==> config.mk <==
export PLATFORM = sky130hd
export DESIGN_NAME = periodic_alarm_irq
export DESIGN_NICKNAME = d
export VERILOG_FILES = /design/src/rtl/pai_pkg.sv /design/src/rtl/pai_ctrl.sv /design/src/rtl/pai_datapath.sv /design/src/rtl/periodic_alarm_irq.sv
export SDC_FILE = /design/constraint.sdc
export NUM_CORES = 1
export LEC_CHECK = 0
export BUFFER_PORTS_ARGS = -buffer_cell sky130_fd_sc_hd__buf_2
export CAP_MARGIN = 20
export CELL_PAD_IN_SITES_DETAIL_PLACEMENT = 0
export CELL_PAD_IN_SITES_GLOBAL_PLACEMENT = 2
export CORE_ASPECT_RATIO = 0.75
export CORE_MARGIN = 2
export CORE_UTILIZATION = 31
export CTS_BUF_LIST = sky130_fd_sc_hd__clkbuf_2 sky130_fd_sc_hd__clkbuf_4 sky130_fd_sc_hd__clkbuf_8
export DETAILED_ROUTE_END_ITERATION = 6
export PLACE_DENSITY_LB_ADDON = 0.05
export SLEW_MARGIN = 20
export SYNTH_ARGS = -nofsm -noshare
export SYNTH_HDL_FRONTEND = slang
export SYNTH_SLANG_ARGS = --single-unit
==> constraint.sdc <==
create_clock -name clk -period 3.4 [get_ports clk]
set_clock_uncertainty 0.05 [all_clocks]
set_input_delay 0.51 -clock clk [delete_from_list [all_inputs] [get_ports clk]]
set_output_delay 0.51 -clock clk [all_outputs]
set_load 0.02 [all_outputs]
==> src/rtl/pai_pkg.sv <==
package pai_pkg;
  typedef struct packed {
    logic wrCtrl;
    logic wrStby;
    logic selStat;
    logic selCtrl;
    logic selStby;
    logic rdEnd;
  } paiStrb_t;
endpackage

==> src/rtl/pai_ctrl.sv <==
module pai_ctrl
  import pai_pkg::*;
#(
  parameter int ADDR_W = 5,
  parameter logic [ADDR_W-1:0] STATUS_ADDR = 5'h14,
  parameter logic [ADDR_W-1:0] CTRL_ADDR   = 5'h15,
  parameter logic [ADDR_W-1:0] STBY_ADDR   = 5'h16
) (
  input  logic              clk,
  input  logic              rstN,
  input  logic [ADDR_W-1:0] busAddr,
  input  logic              busWr,
  input  logic              busRd,
  output paiStrb_t          strb
);
  logic rdStatNow;
  logic rdStatQ;

  assign rdStatNow = busRd && (busAddr == STATUS_ADDR);

  always_ff @(posedge clk) begin
    if (!rstN) rdStatQ <= 1'b0;
    else       rdStatQ <= rdStatNow;
  end

  always_comb begin
    strb.wrCtrl  = busWr && (busAddr == CTRL_ADDR);
    strb.wrStby  = busWr && (busAddr == STBY_ADDR);
    strb.selStat = rdStatNow;
    strb.selCtrl = busRd && (busAddr == CTRL_ADDR);
    strb.selStby = busRd && (busAddr == STBY_ADDR);
    strb.rdEnd   = rdStatQ && !rdStatNow;
  end
endmodule

==> src/rtl/pai_datapath.sv <==
module pai_datapath
  import pai_pkg::*;
#(
  parameter int NUM_PERIODIC = 7,
  parameter int DATA_W = 8
) (
  input  logic                  clk,
  input  logic                  rstN,
  input  paiStrb_t              strb,
  input  logic [NUM_PERIODIC-1:0] rollStrb,
  input  logic                  matchLvl,
  input  logic [DATA_W-1:0]     busWdata,
  output logic [DATA_W-1:0]     busRdata,
  output logic                  irqOut,
  output logic                  stbyIrqN,
  output logic [NUM_PERIODIC:0] status,
  output logic [NUM_PERIODIC:0] ctrlReg,
  output logic                  stbyEn
);
  localparam int NUM_SRC = NUM_PERIODIC + 1;

  logic               matchQ;
  logic [NUM_SRC-1:0] evt;
  logic [NUM_SRC-1:0] statusNext;

  assign evt = {matchLvl & ~matchQ, rollStrb};

  for (genvar i = 0; i < NUM_SRC; i++) begin : g_bit
    assign statusNext[i] = (evt[i] & ctrlReg[i]) | (status[i] & ~strb.rdEnd);
  end

  always_ff @(posedge clk) begin
    if (!rstN) begin
      matchQ  <= 1'b0;
      status  <= '0;
      ctrlReg <= '0;
      stbyEn  <= 1'b0;
      irqOut  <= 1'b0;
    end else begin
      matchQ <= matchLvl;
      status <= statusNext;
      irqOut <= |(status & ctrlReg);
      if (strb.wrCtrl) ctrlReg <= busWdata[NUM_SRC-1:0];
      if (strb.wrStby) stbyEn  <= busWdata[0];
    end
  end

  assign stbyIrqN = ~(stbyEn & matchLvl);

  always_comb begin
    busRdata = '0;
    if (strb.selStat)      busRdata[NUM_SRC-1:0] = status;
    else if (strb.selCtrl) busRdata[NUM_SRC-1:0] = ctrlReg;
    else if (strb.selStby) busRdata[0] = stbyEn;
  end
endmodule

==> src/rtl/periodic_alarm_irq.sv <==
module periodic_alarm_irq
  import pai_pkg::*;
#(
  parameter int NUM_PERIODIC = 7,
  parameter int DATA_W = 8,
  parameter int ADDR_W = 5,
  parameter logic [ADDR_W-1:0] STATUS_ADDR = 5'h14,
  parameter logic [ADDR_W-1:0] CTRL_ADDR   = 5'h15,
  parameter logic [ADDR_W-1:0] STBY_ADDR   = 5'h16
) (
  input  logic                    clk,
  input  logic                    rstN,
  input  logic [NUM_PERIODIC-1:0] rollStrb,
  input  logic                    matchLvl,
  input  logic [ADDR_W-1:0]       busAddr,
  input  logic                    busWr,
  input  logic                    busRd,
  input  logic [DATA_W-1:0]       busWdata,
  output logic [DATA_W-1:0]       busRdata,
  output logic                    irqOut,
  output logic                    stbyIrqN
);
  paiStrb_t              strb;
  logic [NUM_PERIODIC:0] status;
  logic [NUM_PERIODIC:0] ctrlReg;
  logic                  stbyEn;

  pai_ctrl #(
    .ADDR_W(ADDR_W), .STATUS_ADDR(STATUS_ADDR),
    .CTRL_ADDR(CTRL_ADDR), .STBY_ADDR(STBY_ADDR)
  ) u_ctrl (
    .clk(clk), .rstN(rstN), .busAddr(busAddr),
    .busWr(busWr), .busRd(busRd), .strb(strb)
  );

  pai_datapath #(.NUM_PERIODIC(NUM_PERIODIC), .DATA_W(DATA_W)) u_dp (
    .clk(clk), .rstN(rstN), .strb(strb), .rollStrb(rollStrb),
    .matchLvl(matchLvl), .busWdata(busWdata), .busRdata(busRdata),
    .irqOut(irqOut), .stbyIrqN(stbyIrqN), .status(status),
    .ctrlReg(ctrlReg), .stbyEn(stbyEn)
  );
endmodule

==> flow_metrics.py <==
metrics = {
    "detailed_routing": {
        "drtPass1Iterations": 4,
        "postRouteAntennaNets": 0,
        "routed_wirelength_normalized_by_instance_count_um": 13.38,
        "routed_via_density": 5.000,
        "wirelength_mm": 2.341,
        "dr.first_iter.drc_count": 31,
        "drcViolationCount": 0,
        "via_count": 875,
    },
    "power_and_ir_drop": {
        "cellLeakagePower_nw": 0.4611,
        "cellPowerDensity_mw_per_mm2": 378.0,
        "irDropWorstVdd_mv": 0.2609,
        "p_total_mw": 0.4493,
    },
    "finish": {
        "nNetsFinal": 163,
        "diodes": 0,
        "area_growth_pct": 26.50,
        "layout.core_utilization": 0.4079,
        "final_layout_size_suffix_gt1_frac": 0.2920,
        "layout.filler_cells": 299,
    },
    "worst_setup_path": {
        "critPathMaxFanout": 7,
        "worstPathArrival_ps": 1910,
        "critical_path.endpoint_type": "output port",
        "crit_top_cell": "sky130_fd_sc_hd__buf_2",
        "beginning_of_the_worst_register_to_register_path": "u_ctrl.rdStatQ",
        "critical_path.startpoint": "busAddr[3]",
        "critical_path.top_delay_family": "simple AND/OR/NAND/NOR gates",
        "worstSetupPathType": "in -> out",
        "cpMaxStageDelayCell": "sky130_fd_sc_hd__nor3_1",
        "critical_path.n_buffers_inverters": 2,
        "crit_path_cell_trace": "buf_2 > nand4b_4 > nor3_1 > a22o_1 > buf_2",
        "critPathRequiredTime_ps": 2840,
        "slowest_delay_ps": 710,
        "critical_path.startpoint_type": "input pin",
    },
    "global_route": {
        "grt_start_max_net_pins": 21,
        "grt.total_usage": 0.1493,
        "number_of_antenna_violations_at_the_first_check_in_global_routing": 0,
        "grt.overflow.total": 0,
        "first_global_vias": 804,
        "wire_length_of_the_first_global_routing_pass_mm": 3.836,
    },
    "sta": {
        "rsz_0062_raised_after_global_routing": "no",
        "fin_tns_setup_ps": 0,
        "setup-violations-final": 0,
        "layout_worst_path_cycle_share": 0.7273,
        "count_of_pins_over_their_slew_limit": 0,
        "max_slew_margin": 0.3951,
        "worst_pin_slew_ps": 900.4,
        "finalWorstPathRequiredPeriod_ps": 2473,
        "setup_slack_ps": 927.1,
        "achievable-frequency_mhz": 404.4,
        "timing_hold_violations_final": 0,
    },
    "synthesis": {
        "synth_fp_nets": 128,
        "count_of_distinct_cell_types_in_the_synthesized_netlist": 26,
        "syn_inst": 103,
        "synth_warnings": 0,
        "synth-async-reset-ratio": 0,
        "seq_area_frac_synth": 0.4261,
        "synth_enable_flop_cells": 0,
        "syn-mean-instance-area_um2": 9.123,
        "netlist_area_um2": 939.7,
        "synth-seq-cells": 20,
        "yosys_most_used_dff": "sky130_fd_sc_hd__dfxtp_1",
    },
    "cts": {
        "clock_sinks": 20,
        "worst_skew_pair.late_latency_ps": 260,
        "cts_setup_buffers": 0,
        "cts-root-buf": "sky130_fd_sc_hd__clkbuf_8",
        "h-tree-depth": 1,
        "cts.reportedPaths.clkPinSlew_ps": 70,
        "clock_buffers_created_by_tritoncts": 3,
        "holdBufCountCts": 0,
        "cts_resized": 0,
        "tritoncts": "yes",
        "cts_max_path_buffers": 2,
    },
    "run": {
        "maxCapViolations": 0,
    },
    "placement": {
        "count_of_input_and_output_buffers": 34,
        "finalWeightedCongestion": 0.7363,
        "detailedPlace.worstSlack_ps": 915.5,
        "dp_hpwl_mm": 1.718,
    },
    "floorplanning": {
        "floorplan.rows": 17,
        "design.die.area_mm2": 0.003492,
        "design.core.area_mm2": 0.002914,
        "fp.dieH_um": 51.68,
        "fp.dieW_um": 67.57,
        "initial_utilization": 0.3225,
        "boundaryPins": 35,
    },
    "outcome": {
        "status": "finished clean",
    },
    "worst_hold_path": {
        "worst_hold_path_type": "reg -> reg",
        "hold_path.startpoint": "u_dp.stbyEn",
    },
}
## final cells by class
cell class	count	area (um2)	area share
repair buffers	34	170.2	0.1432
multi-input cells	78	511.7	0.4305
inverters	1	3.754	0.003158
flip-flops and latches	20	400.4	0.3368
clock buffers	4	55.05	0.04632
well taps	38	47.55	0.04000
## power by group
part / leakage [nW] / switching, mW / internal [mW] / total [mW]
Clock: 0.0288 / 0.0759 / 0.103 / 0.179
Sequential: 0.161 / 0.00162 / 0.236 / 0.238
Combinational: 0.271 / 0.0175 / 0.0153 / 0.0328
Total: 0.461 / 0.0950 / 0.354 / 0.449
## layout by cell type (no fill, tap or decap), types with 3 or more instances in the layout
cell	n
sky130_fd_sc_hd__mux2i_1	10
sky130_fd_sc_hd__a22o_1	7
sky130_fd_sc_hd__a311oi_1	7
sky130_fd_sc_hd__dfxtp_1	20
sky130_fd_sc_hd__a22oi_1	4
sky130_fd_sc_hd__nand2_1	25
sky130_fd_sc_hd__nor2_1	3
sky130_fd_sc_hd__a21oi_1	8
sky130_fd_sc_hd__clkbuf_8	4
sky130_fd_sc_hd__buf_2	34
## through the flow
step                cell area [um2]  hold slack (ps)  std cells
global route                   1189            442.2        175
detailed placement             1134            426.8        171
floorplan                     939.7            398.1        103
CTS                            1189            433.4        175
finish                         1189            433.1        175
global placement               1134            421.6        171
## kinds of logic after synthesis
group,synth area share
flops,0.4261
simple gates,0.2104
mux,0.1065
buf+inv,0.02929
compound gates,0.2277
## cells in the mapped netlist (2+ instances only)
cell                       count  area [um2]
sky130_fd_sc_hd__nor2_1        3       11.26
sky130_fd_sc_hd__a311oi_1      7       61.31
sky130_fd_sc_hd__a21oi_1       8       40.04
sky130_fd_sc_hd__clkbuf_1      2       7.510
sky130_fd_sc_hd__a22o_1        7       61.31
sky130_fd_sc_hd__a22oi_1       4       30.03
sky130_fd_sc_hd__mux2i_1      10       100.1
sky130_fd_sc_hd__nand2_1      25       93.84
sky130_fd_sc_hd__dfxtp_1      20       400.4
## tightest hold or removal path, cell delays in order, from the launching register on
cell,delay (ps)
sky130_fd_sc_hd__dfxtp_1,330
sky130_fd_sc_hd__nand2_1,60
sky130_fd_sc_hd__mux2i_1,50
## sequential cells by signal, indices dropped and copies added (netlist names)
name and count:
u_dp.stbyEn 1, u_dp.irqOut 1, u_ctrl.rdStatQ 1, u_dp.matchQ 1, u_dp.ctrlReg 8, u_dp.status 8
## path summary, 6_finish.rpt
| check | to | slack [ps] | depth (start not counted) |
|---|---|---|---|
| worst max-delay path | busRdata[7] | 930 | 5 |
| worst min-delay path | u_dp.stbyEn | 430 | 2 |
| worst max register to register | u_dp.status[7] | 2470 | 2 |
| worst min register to register | u_dp.stbyEn | 430 | 2 |
## layer usage
| layer | share of wire | wire length [um] | global-route usage | up-vias |
|---|---|---|---|---|
| met5 | 0 | 0 | 0 | - |
| li1 | - | - | - | 451 |
| met1 | 0.53 | 1235 | 0.2172 | 398 |
| met4 | 0.0073 | 17 | 0.04082 | 0 |
| met3 | 0.064 | 150 | 0.04545 | 2 |
| met2 | 0.40 | 938 | 0.2108 | 24 |
Power figures use the tool's default switching activity.
